[config.mk]
export PLATFORM = sky130hd
export DESIGN_NAME = fp_adder
export DESIGN_NICKNAME = d
export VERILOG_FILES = /design/src/rtl/fpadd_pkg.sv /design/src/rtl/fpadd_unpack.sv /design/src/rtl/fpadd_align.sv /design/src/rtl/fpadd_norm_round.sv /design/src/rtl/fp_adder.sv
export SDC_FILE = /design/constraint.sdc
export NUM_CORES = 1
export LEC_CHECK = 0
export ABC_AREA = 1
export BUFFER_PORTS_ARGS = -buffer_cell sky130_fd_sc_hd__buf_2
export CAP_MARGIN = 20
export CORE_UTILIZATION = 38
export CTS_BUF_LIST = sky130_fd_sc_hd__clkbuf_4
export CTS_CLUSTER_DIAMETER = 120
export DETAILED_ROUTE_END_ITERATION = 10
export PLACE_DENSITY_LB_ADDON = 0.1
export SLEW_MARGIN = 15
export SYNTH_ARGS = -nofsm -noshare
export SYNTH_HDL_FRONTEND = slang
export SYNTH_SLANG_ARGS = --single-unit
[constraint.sdc]
create_clock -name clk -period 2.8 [get_ports clk]
set_input_delay 0.56 -clock clk [delete_from_list [all_inputs] [get_ports clk]]
set_output_delay 0.56 -clock clk [all_outputs]
set_load 0.05 [all_outputs]
[src/rtl/fpadd_pkg.sv]
package fpadd_pkg;
  typedef enum logic [1:0] {
    CLS_ZERO = 2'd0,
    CLS_NORM = 2'd1,
    CLS_INF  = 2'd2,
    CLS_NAN  = 2'd3
  } fp_cls_e;
endpackage

[src/rtl/fpadd_unpack.sv]
module fpadd_unpack #(
  parameter int EXP_W  = 8,
  parameter int FRAC_W = 23
) (
  input  logic [EXP_W+FRAC_W:0] word_i,
  output logic                  sign_o,
  output logic [EXP_W-1:0]      exp_o,
  output logic [FRAC_W:0]       mant_o,
  output fpadd_pkg::fp_cls_e    cls_o
);
  localparam logic [EXP_W-1:0] EXP_ONES = '1;

  logic [EXP_W-1:0]  efield;
  logic [FRAC_W-1:0] ffield;

  assign sign_o = word_i[EXP_W+FRAC_W];
  assign efield = word_i[EXP_W+FRAC_W-1:FRAC_W];
  assign ffield = word_i[FRAC_W-1:0];

  always_comb begin
    exp_o  = efield;
    mant_o = {1'b1, ffield};
    cls_o  = fpadd_pkg::CLS_NORM;
    if (efield == '0) begin
      // denormals collapse to a zero of the same sign
      exp_o  = '0;
      mant_o = '0;
      cls_o  = fpadd_pkg::CLS_ZERO;
    end else if (efield == EXP_ONES) begin
      cls_o = (ffield != '0) ? fpadd_pkg::CLS_NAN : fpadd_pkg::CLS_INF;
    end
  end
endmodule

[src/rtl/fpadd_align.sv]
module fpadd_align #(
  parameter int EXP_W  = 8,
  parameter int FRAC_W = 23
) (
  input  logic               sign_a_i,
  input  logic [EXP_W-1:0]   exp_a_i,
  input  logic [FRAC_W:0]    mant_a_i,
  input  logic               sign_b_i,
  input  logic [EXP_W-1:0]   exp_b_i,
  input  logic [FRAC_W:0]    mant_b_i,
  output logic               sign_o,
  output logic [EXP_W-1:0]   exp_o,
  output logic [FRAC_W+4:0]  sum_o
);
  localparam int MW  = FRAC_W + 1;   // significand with hidden bit
  localparam int VW  = 2 * MW + 3;   // shifter width: kept bits plus sticky field
  localparam int CAP = MW + 3;       // any larger shift lands wholly in sticky

  logic             swap;
  logic             s_big, s_sml;
  logic [EXP_W-1:0] e_big, e_sml, diff;
  logic [MW-1:0]    m_big, m_sml;
  logic [VW-1:0]    vec, shd;
  logic [MW+2:0]    big_x, sml_x;
  logic             sticky;
  int               amt;

  always_comb begin
    swap   = {exp_b_i, mant_b_i} > {exp_a_i, mant_a_i};
    s_big  = swap ? sign_b_i : sign_a_i;
    s_sml  = swap ? sign_a_i : sign_b_i;
    e_big  = swap ? exp_b_i  : exp_a_i;
    e_sml  = swap ? exp_a_i  : exp_b_i;
    m_big  = swap ? mant_b_i : mant_a_i;
    m_sml  = swap ? mant_a_i : mant_b_i;
    diff   = e_big - e_sml;
    amt    = (int'(diff) > CAP) ? CAP : int'(diff);
    vec    = {m_sml, {(MW+3){1'b0}}};
    shd    = vec >> amt;
    sticky = |shd[MW:0];
    big_x  = {m_big, 3'b000};
    sml_x  = {shd[VW-1 -: MW+2], sticky};
    if (s_big ^ s_sml) sum_o = {1'b0, big_x} - {1'b0, sml_x};
    else               sum_o = {1'b0, big_x} + {1'b0, sml_x};
    sign_o = s_big;
    exp_o  = e_big;
  end
endmodule

[src/rtl/fpadd_norm_round.sv]
module fpadd_norm_round #(
  parameter int EXP_W  = 8,
  parameter int FRAC_W = 23
) (
  input  logic [FRAC_W+4:0]     sum_i,
  input  logic [EXP_W-1:0]      exp_i,
  input  logic                  sign_i,
  input  logic                  zero_sign_i,
  output logic [EXP_W+FRAC_W:0] word_o,
  output logic                  ovf_o,
  output logic                  unf_o
);
  localparam int MW      = FRAC_W + 1;
  localparam int NW      = MW + 3;             // significand, guard, round, sticky
  localparam int EXP_TOP = (1 << EXP_W) - 1;

  logic [NW-1:0] n;
  logic [MW:0]   mr;
  logic          up, found;
  int            e, lz;

  always_comb begin
    n      = '0;
    e      = 0;
    lz     = 0;
    found  = 1'b0;
    ovf_o  = 1'b0;
    unf_o  = 1'b0;
    if (sum_i[NW]) begin
      n = {sum_i[NW:2], sum_i[1] | sum_i[0]};
      e = int'(exp_i) + 1;
    end else begin
      for (int i = NW - 1; i >= 0; i--) begin
        if (!found) begin
          if (sum_i[i]) found = 1'b1;
          else          lz    = lz + 1;
        end
      end
      n = sum_i[NW-1:0] << lz;
      e = int'(exp_i) - lz;
    end
    up = n[2] & (n[1] | n[0] | n[3]);
    mr = {1'b0, n[NW-1:3]} + {{MW{1'b0}}, up};
    if (mr[MW]) e = e + 1;
    if (sum_i == '0) begin
      word_o = {zero_sign_i, {(EXP_W+FRAC_W){1'b0}}};
    end else if (e < 1) begin
      unf_o  = 1'b1;
      word_o = {sign_i, {(EXP_W+FRAC_W){1'b0}}};
    end else if (e >= EXP_TOP) begin
      ovf_o  = 1'b1;
      word_o = {sign_i, {EXP_W{1'b1}}, {FRAC_W{1'b0}}};
    end else begin
      word_o = {sign_i, e[EXP_W-1:0], mr[MW] ? {FRAC_W{1'b0}} : mr[FRAC_W-1:0]};
    end
  end
endmodule

[src/rtl/fp_adder.sv]
module fp_adder #(
  parameter int EXP_W  = 8,
  parameter int FRAC_W = 23
) (
  input  logic                     clk,
  input  logic                     rst_n,
  input  logic                     in_valid,
  input  logic [EXP_W+FRAC_W:0]    op_a,
  input  logic [EXP_W+FRAC_W:0]    op_b,
  output logic                     out_valid,
  output logic [EXP_W+FRAC_W:0]    sum,
  output logic                     ovf_flag,
  output logic                     unf_flag
);
  import fpadd_pkg::*;

  localparam int W = EXP_W + FRAC_W + 1;
  localparam logic [W-1:0] QNAN = {1'b0, {EXP_W{1'b1}}, 1'b1, {(FRAC_W-1){1'b0}}};
  localparam logic [W-2:0] INF_MAG = {{EXP_W{1'b1}}, {FRAC_W{1'b0}}};

  // reset: asserted at once, released on the second clock edge
  logic [1:0] rst_pipe;
  logic       rst_ok;
  always_ff @(posedge clk or negedge rst_n) begin
    if (!rst_n) rst_pipe <= 2'b00;
    else        rst_pipe <= {rst_pipe[0], 1'b1};
  end
  assign rst_ok = rst_pipe[1];

  logic [W-1:0]     ops [2];
  logic             sgn [2];
  logic [EXP_W-1:0] ex  [2];
  logic [FRAC_W:0]  mn  [2];
  fp_cls_e          cls [2];

  assign ops[0] = op_a;
  assign ops[1] = op_b;

  for (genvar g = 0; g < 2; g++) begin : g_unpack
    fpadd_unpack #(.EXP_W(EXP_W), .FRAC_W(FRAC_W)) u_unp (
      .word_i (ops[g]),
      .sign_o (sgn[g]),
      .exp_o  (ex[g]),
      .mant_o (mn[g]),
      .cls_o  (cls[g])
    );
  end

  logic             dp_sign;
  logic [EXP_W-1:0] dp_exp;
  logic [FRAC_W+4:0] dp_sum;
  logic [W-1:0]     dp_word;
  logic             dp_ovf, dp_unf;

  fpadd_align #(.EXP_W(EXP_W), .FRAC_W(FRAC_W)) u_align (
    .sign_a_i (sgn[0]), .exp_a_i (ex[0]), .mant_a_i (mn[0]),
    .sign_b_i (sgn[1]), .exp_b_i (ex[1]), .mant_b_i (mn[1]),
    .sign_o   (dp_sign), .exp_o (dp_exp), .sum_o (dp_sum)
  );

  fpadd_norm_round #(.EXP_W(EXP_W), .FRAC_W(FRAC_W)) u_round (
    .sum_i       (dp_sum),
    .exp_i       (dp_exp),
    .sign_i      (dp_sign),
    .zero_sign_i (sgn[0] & sgn[1]),
    .word_o      (dp_word),
    .ovf_o       (dp_ovf),
    .unf_o       (dp_unf)
  );

  // next-state selection: special operands override the datapath
  logic [W-1:0] res_d;
  logic         ovf_d, unf_d;
  always_comb begin
    res_d = dp_word;
    ovf_d = dp_ovf;
    unf_d = dp_unf;
    if (cls[0] == CLS_NAN || cls[1] == CLS_NAN ||
        (cls[0] == CLS_INF && cls[1] == CLS_INF && sgn[0] != sgn[1])) begin
      res_d = QNAN;
      ovf_d = 1'b0;
      unf_d = 1'b0;
    end else if (cls[0] == CLS_INF) begin
      res_d = {sgn[0], INF_MAG};
      ovf_d = 1'b0;
      unf_d = 1'b0;
    end else if (cls[1] == CLS_INF) begin
      res_d = {sgn[1], INF_MAG};
      ovf_d = 1'b0;
      unf_d = 1'b0;
    end
  end

  always_ff @(posedge clk or negedge rst_ok) begin
    if (!rst_ok) begin
      out_valid <= 1'b0;
      sum       <= '0;
      ovf_flag  <= 1'b0;
      unf_flag  <= 1'b0;
    end else begin
      out_valid <= in_valid;
      if (in_valid) begin
        sum      <= res_d;
        ovf_flag <= ovf_d;
        unf_flag <= unf_d;
      end
    end
  end
endmodule

==> Word level (Yosys, flattened, before mapping) <==
Index checks and enable logic that the tools add are counted.
{ "totals": {"word_cells": 263, "register_bits": 37, "input_bits": 67, "output_inout_bits": 35} }
{ "classes": {"n_addsub": 33, "reduce_logical": 10, "magnitude_cmp": 4, "n_mux": 196, "n_shift": 2, "bitwise_logic": 6, "n_eq_ne": 7} }
{ "ops": {"columns": ["operator", "n"], "rows": [
  ["$mux 32", 85],
  ["$add 32x2->32 const B", 27],
  ["$mux 24", 4],
  ["$mux 1", 93],
  ["$mux 31", 2],
  ["$shr 51x32->51", 1],
  ["$reduce_bool 23->1", 2],
  ["$mux 8", 5],
  ["$ge 32x9->1 const B", 1],
  ["$gt 32x32->1", 1],
  ["$lt 32x2->1 const B", 1],
  ["$shl 27x32->27", 1],
  ["$sub 9x32->32", 1],
  ["$add 27x27->28", 1],
  ["$logic_not 28->1", 1],
  ["$mux 28", 1],
  ["$sub 27x27->28", 1],
  ["$mux 27", 1],
  ["$add 24x1->25", 1],
  ["$reduce_or 25->1", 1],
  ["$mux 23", 1],
  ["$eq 8x8->1 const B", 2],
  ["$logic_not 8->1", 2],
  ["$add 8x1->9 const B", 1],
  ["10 further kinds", 21]
]} }

==> Logic depth before layout (Yosys ltp) <==
Gate-level depths: netlist of run 1.
{ "logic_depth": {"ltp_word": 131, "mapped_depth": 198, "ltp_nobuf": 194} }

==> Hierarchy <==
Synthesis of run 1 repeated with hierarchy kept, for this count alone.
{ "hier_totals": {"cells_unflattened": 3212, "hier_area_um2": 17176.5} }
{ "modules_own_cells": {"columns": ["module", "n_inst", "cells_each", "seq_area_each_um2", "area_per_inst_um2"], "rows": [
  ["fpadd_norm_round", 1, 1524, 0.0, 7972.6],
  ["fpadd_align", 1, 1293, 0.0, 6573.8],
  ["fp_adder", 1, 197, 925.9, 1781.7],
  ["fpadd_unpack", 2, 99, 0.0, 424.2]
]} }

==> Worst setup path after synthesis of run 1 <==
OpenSTA, ideal clock, no wires.
{ "synth_path": {"path_type": "input -> register", "start": "input op_b[26]", "end": "register sum[11]", "setup_time_ps": 124, "arrival_ps": 22577, "path_buffers": 5, "path_slack_ps": -19901, "required_ps": 2676, "path_stages": 184, "path_cell_list": "inv_1 > nand4_1 > nor2_1 > clkbuf_1 > inv_1 > ha_1 > nand2_1 > nor2_1 > nand4_1 > nor3_4 > nand2_1 > nand2_4 > nand2_2 > buf_6 > nand2_4 > nand3_4 > ha_1 > inv_1 > (+148 left out) > o32ai_1 > nand2_1 > inv_1 > ha_1 > inv_1 > nor2_4 > and2_2 > buf_12 > nand2_1 > nor2_2 > nand3_1 > nor2_2 > nand2_1 > nand2_2 > inv_2 > nand3_4 > buf_8 > o21ai_1"} }
{ "synth_via": {"elab_chain_len": 131, "elab_cells_between_ends": 233, "cone_classes": "add/sub (33); order compare (4); eq/ne (3); shift (2); mux (179); bitwise (5); reduce/logical (7)"} }
{ "synth_lines": {"columns": ["element", "line_no", "rtl"], "rows": [
  ["start, declared", "fp_adder.sv:9", "input logic [EXP_W+FRAC_W:0] op_b,"],
  ["parallel branches: the longest is 130 deep, another holds $gt 32x32->1", null, null],
  ["$mux 32 *", "fp_adder.sv:78", "if (cls[0] == CLS_NAN || cls[1] == CLS_NAN ||"],
  ["end signal, assigned", "fp_adder.sv:103", "sum <= res_d;"],
  ["end, declared", "fp_adder.sv:11", "output logic [EXP_W+FRAC_W:0] sum,"]
]} }
Every way passes the cells marked *. The select of a mux whose other input is x is not followed.
A chain may end at the register's enable or synchronous reset.

==> Worst setup path after layout of run 1 <==
{ "layout_path": {"start": "input op_b[29]", "end": "register sum[21]"} }
Same word-level chain as after synthesis.

==> flow_summary.json, run 1 <==
{
  "powerDensity_mw_per_mm2": 571,
  "worstSetupPathType": "input port to flip-flop",
  "crit_start": "op_b[29]",
  "syn_area_mm2": 0.0160,
  "synth_xor_xnor_area_share_pct": 3.27,
  "setup_slack_ns": -19.21,
  "diodes": 0,
  "cts_tree": "done",
  "synthMuxAreaShare_pct": 0.125,
  "status": "finished with violations",
  "worstMarginPinSlew_ns": 0.814,
  "drt_iter0_drc": 1339,
  "place_worst_setup_slack_ns": -20.46,
  "max_stage_delay_ns": 0.31,
  "start_util_pct": 38.8,
  "syn_avg_cell_area_um2": 5.68,
  "r2r_slack_ns": 2.08,
  "dieWidth_um": 207,
  "die_area_mm2": 0.0429,
  "r2r_end": "sum[31]$_DFFE_PN0P_",
  "timing.final.hold_violations": 0,
  "cts.sinks": 37,
  "critical_path.slowest_cell": "ha_1",
  "wl_mm": 65.2,
  "firstDrtPassIters": 9,
  "finalCritPeriodShare_pct": 786,
  "r2r_cells": 1,
  "netlist.area_leader.share_pct": 19.0,
  "yosys_most_used_dff": "dfrtp_1",
  "ioPinCount": 102,
  "instances_no_fill": 4336,
  "r2r_start": "sum[31]$_DFFE_PN0P_",
  "grt_pass1_wl_mm": 102,
  "fill_cells": 4005,
  "yosys.area_share.adder_pct": 9.47,
  "grt_max_degree": 47,
  "hpwl_mm": 54.3,
  "hp-class": "flip-flop to asynchronous set/reset pin",
  "multi_input_area_mm2": 0.0142,
  "ys_ff_latch": 37,
  "drv_cap": 0,
  "finalMaxSlewViolations": 0,
  "synth_nets": 3007,
  "synth_top_family_by_area": "simple AND/OR/NAND/NOR gates",
  "finalSetupViolCount": 34,
  "vias": 21931,
  "worst_hold_slack_ns": 0.268,
  "yosysMostFrequentCell": "nand2_1",
  "synth_edf_count": 0,
  "violations": "setup timing",
  "ys_async_sr_fraction_pct": 100,
  "fmax_ghz": 0.0454,
  "ys.warnings.count": 0,
  "clk_latency_ns": 0.36,
  "antenna_found_initial": 1,
  "remaining_drc_errors": 0,
  "vdd_drop_max_uv": 368,
  "syn2layout_area_growth_pct": 60.2,
  "drtAntennaViolNets": 0,
  "grt_pass1_vias": 20565,
  "arrival_ns": 22.26,
  "grt_usage_pct": 28.5,
  "ys_seq_area_share_pct": 5.78,
  "critPathMostFrequentCell": "nand2_2",
  "globalplace.congestion": 0.990,
  "dp_cells": 4238,
  "syn_inst": 2820,
  "vias_per_cell": 5.06,
  "skew_ns": 0.0145,
  "numPortBuffers": 101,
  "cp-start-kind": "input port",
  "drive_gt1_share_pct": 42.9,
  "worstPathRequired_ns": 3.06,
  "cts_buffer_depth": 2,
  "synthSimpleGateAreaFrac_pct": 53.1,
  "tns_ns": -638.54,
  "clkTransAtPathRegs_ns": 0.12,
  "grt_overflow": 0,
  "core_area_mm2": 0.0412,
  "rsz0062_at_grt": "true",
  "root_buffer": "clkbuf_4",
  "rows": 74,
  "wl_per_cell_um": 15.0,
  "finalCriticalPeriod_ns": 22.01,
  "worstSetupEndpointType": "flip-flop",
  "p_leak_nw": 13.7,
  "yosysTopAreaCell": "nand2_1",
  "ys_top_cells_by_count": "nand2_1, nand3_1, inv_1",
  "cts_buffers": 5,
  "ctsHtreeMaxLevel": 2,
  "slew_headroom_pct": 45.3,
  "final_nets": 3990,
  "yosysUniqueCellTypes": 85,
  "cp_max_fo": 7,
  "regArea_um2": 926,
  "synth_area_leaders": "nand2_1, nand3_1, ha_1",
  "synth-compound-area-share_pct": 13.5,
  "dieHeight_um": 207
}
[sequential cells by signal (all words and copies together), names as in the netlist]
name	cells
ovf_flag	1
out_valid	1
rst_pipe	2
unf_flag	1
sum	32
[power by group]
part / switching (mW) / internal [mW]
combinational: 7.62 / 5.95
sequential: 0.0877 / 0.705
clock: 0.172 / 0.105
total: 7.88 / 6.76
[how the worst max path moves through the flow]
stage,to,slack [ns]
after CTS,sum[11]$_DFFE_PN0P_,-19.56
final,sum[21]$_DFFE_PN0P_,-19.21
after detailed placement,sum[11]$_DFFE_PN0P_,-20.46
after global routing,sum[12]$_DFFE_PN0P_,-20.43
after global placement,sum[11]$_DFFE_PN0P_,-19.87
after floorplan,sum[20]$_DFFE_PN0P_,-18.54
[layer usage]
metal  vias up  global-route usage [%]  share of wire (%)
met5         -                       0                  0
li1      11226                       -                  -
met3       103                    2.47                4.5
met1     10090                    35.8                 43
met2       512                    51.5                 49
met4         0                    8.70                3.2
[what timing repair did]
item | 4_1_cts | 5_1_grt
cloned | 5 | 9
hold buffers | 1 | 0
setup endpoints to repair | 34 | 34
gates resized for setup | 54 | 270
setup buffers | 15 | 61
hold endpoints to repair | 2 | 0
pin swaps | 49 | 189
[cell type report]
cell class | count | share of cell area (%)
multi-input cells | 2301 | 55.3
repair buffers | 1067 | 32.1
inverters | 391 | 6.13
flip-flops and latches | 37 | 3.61
well taps | 532 | 2.60
clock buffers | 6 | 0.176
clock inverters | 2 | 0.0390
[metrics by stage]
step | cell area (µm²) | total power, mW | util, %
2_1_floorplan | 16300 | 7.39 | -
3_3_place_gp | 23400 | 12.8 | 56.9
3_5_place_dp | 23400 | 12.9 | 56.9
4_1_cts | 23900 | 13.5 | 58.0
5_1_grt | 25600 | 15.8 | 62.3
6_report | 25600 | 14.6 | 62.3
[logic make-up (layout without fill, tap and decap cells)]
logic type | Yosys count | after routing
AOI/OAI and AO/OA | 356 | 356
xor gates and xnor gates | 58 | 58
muxes | 2 | 2
adders and majority gates | 120 | 120
buffers and inverters | 488 | 1466
and+or+nand+nor | 1758 | 1764
DFF | 37 | 37
other | 1 | 1
[critical path, delay by kind of cell]
family	cells	cell delay (ns)
adder cells (fa/ha/maj)	27	6.49
AND/OR/NAND/NOR	96	9.17
buffers and inverters	42	3.21
AO/OA/AOI/OAI	17	2.77
[layout by cell type (no fill, tap or decap), drive strengths merged, types with 13 or more instances in the layout]
master / n
a21oi: 105
buf: 1061
clkinv: 15
dfrtp: 37
ha: 118
inv: 378
nand2: 903
nand3: 382
nand4: 98
nor2: 299
nor3: 40
nor4: 16
o21ai: 168
o31ai: 16
or2: 13
xor2: 48
Note: power is estimated with default switching activity, not from simulation.
==> run 2, diff against run 1 <==
--- a/config.mk
+++ b/config.mk
@@ -8,6 +8,7 @@
 export ABC_AREA = 1
 export BUFFER_PORTS_ARGS = -buffer_cell sky130_fd_sc_hd__buf_2
 export CAP_MARGIN = 20
+export CORE_MARGIN = 8
 export CORE_UTILIZATION = 38
 export CTS_BUF_LIST = sky130_fd_sc_hd__clkbuf_4
 export CTS_CLUSTER_DIAMETER = 120
==> constraint.sdc (replaced) <==
create_clock -name clk -period 27.2 [get_ports clk]
set_input_delay 5.44 -clock clk [delete_from_list [all_inputs] [get_ports clk]]
set_output_delay 5.44 -clock clk [all_outputs]
set_load 0.05 [all_outputs]
==> run 2 against run 1 <==
The run now ends clean. Combinational power down 91%. Global-route usage shrank 4.7 points. Critical path depth fell by 4. Register-to-register slack better by 24 ns. Sequential share of layout area up 0.51 points. Die area increased by 14%. Core utilization down 8.5 points. Clock skew increased by 0.0090 ns. Largest power group unchanged. Highest routed layer unchanged.
==> flow_summary.json, run 2 (synthesis results as in run 1) <==
{
  "remaining_drc_errors": 0,
  "grt_pass1_vias": 19690,
  "wl_per_cell_um": 15.6,
  "wl_mm": 62.0,
  "root_buffer": "clkbuf_4",
  "grt_max_degree": 39,
  "dieHeight_um": 221,
  "largest_reg_flops": 32,
  "drive_gt1_share_pct": 35.7,
  "clk_latency_ns": 0.35,
  "worstSetupPathType": "input port to flip-flop",
  "cts_buffer_depth": 2,
  "slew_headroom_pct": 36.3,
  "cts_hold_buf": 0,
  "die_area_mm2": 0.0489,
  "timing.final.hold_violations": 0,
  "fmax_ghz": 0.0374,
  "drv_cap": 0,
  "tns_ns": 0,
  "layout_commonest_cell": "nand2_1",
  "wl_met1_mm": 26.7,
  "arrival_ns": 26.97,
  "ioPinCount": 102,
  "cp_max_fo": 8,
  "rows": 75,
  "grt_usage_pct": 23.9,
  "clkTransAtPathRegs_ns": 0.12,
  "regMostFlops": "sum",
  "finalSetupViolCount": 0,
  "max_stage_delay_ns": 0.31,
  "core_area_mm2": 0.0418,
  "worstSetupEndpointType": "flip-flop",
  "worstPathRequired_ns": 27.46,
  "cts.sinks": 37,
  "drtAntennaViolNets": 0,
  "dp_cells": 3905,
  "globalplace.congestion": 0.941,
  "numPortBuffers": 101,
  "vias_per_cell": 5.13,
  "worst_hold_slack_ns": 0.287,
  "top_layer_used": "met4",
  "ctsHtreeMaxLevel": 2,
  "cts_buffers": 5,
  "antenna_found_initial": 1,
  "reg_top3": "sum: 32 flops, rst_pipe: 2 flops",
  "skew_ns": 0.0235,
  "cts_tree": "done",
  "worstMarginPinSlew_ns": 0.952,
  "final_cell_mix": "nand2_1, buf_4, nand3_1",
  "rsz0062_at_grt": "true",
  "drt_iter0_drc": 1169,
  "status": "finished clean",
  "p_total_mw": 1.34,
  "vdd_drop_max_uv": 44.7,
  "finalCriticalPeriod_ns": 26.72,
  "grt_pass1_wl_mm": 98.5,
  "start_util_pct": 38.3,
  "final_nets": 3627,
  "met3_length_mm": 1.97,
  "finalMaxSlewViolations": 0,
  "critPathMostFrequentCell": "nand2_2",
  "p_leak_nw": 11.8,
  "hpwl_mm": 52.1,
  "finalCritPeriodShare_pct": 98.2,
  "powerDensity_mw_per_mm2": 59.8,
  "cp-start-kind": "input port",
  "instances_no_fill": 3981,
  "vias": 20411,
  "syn2layout_area_growth_pct": 40.3,
  "route.met2.wl_mm": 31.5,
  "critical_path.slowest_cell": "a221o_1",
  "dieWidth_um": 221,
  "hp-class": "flip-flop to asynchronous set/reset pin",
  "firstDrtPassIters": 5,
  "grt_overflow": 0
}
## run 2: power by group
group | internal, mW | switching, mW
clock network | 0.00976 | 0.0187
registers | 0.0726 | 0.00989
logic | 0.489 | 0.742
total | 0.572 | 0.771
## run 2: final timing paths
kind,start,to,slack [ns],depth (start not counted)
max,op_b[28],sum[21]$_DFFE_PN0P_,0.48,178
min,rst_pipe[1]$_DFF_PN0_,out_valid$_DFF_PN0_,0.29,1
max reg2reg,sum[31]$_DFFE_PN0P_,sum[31]$_DFFE_PN0P_,26.47,1
min reg2reg,rst_pipe[1]$_DFF_PN0_,out_valid$_DFF_PN0_,0.29,1
max in group asynchronous,rst_n,rst_pipe[0]$_DFF_PN0_,22.26,1
min in group clk,rst_pipe[0]$_DFF_PN0_,rst_pipe[1]$_DFF_PN0_,0.38,0
## run 2: per-stage QoR
| stage | worst slack [ns] | utilization [%] | instance area [µm²] |
|---|---|---|---|
| final | 0.483 | 53.8 | 22500 |
| after global routing | -0.931 | 53.8 | 22500 |
| after CTS | -0.739 | 50.4 | 21000 |
| after detailed placement | -1.94 | 49.2 | 20600 |
| after global placement | -1.35 | 49.2 | 20600 |
| after floorplan | 0.00995 | - | 16000 |
## run 2: area by class of cell
class,instances,area (µm²)
diodes,1,2.50
clock buffers,5,37.5
clock inverters,3,17.5
fillers,4390,19300
inverters,391,1530
multi-input cells,2302,14000
flip-flops and latches,37,926
well taps,539,674
repair buffers,703,5290
## run 2: per-layer routing
metal	up-vias	global-route usage, %
met5	-	0
met4	0	6.78
met3	97	1.64
met2	369	44.8
met1	9458	28.8
li1	10487	-
## run 2: critical path: cells and delay by family
family / cells / cell delay (ns)
compound gates: 19 / 2.96
xor+xnor: 1 / 0.13
fa+ha+maj: 27 / 6.51
buf+inv: 38 / 2.80
simple gates: 93 / 9.11
## run 2: repair_timing
| action | 4_1_cts | 5_1_grt |
|---|---|---|
| cloned | 6 | 1 |
| buffers inserted | 21 | 38 |
| hold endpoints to repair | 0 | 0 |
| endpoints found under the setup margin | 33 | 33 |
| pin swaps | 41 | 167 |
| gates resized for setup | 51 | 279 |
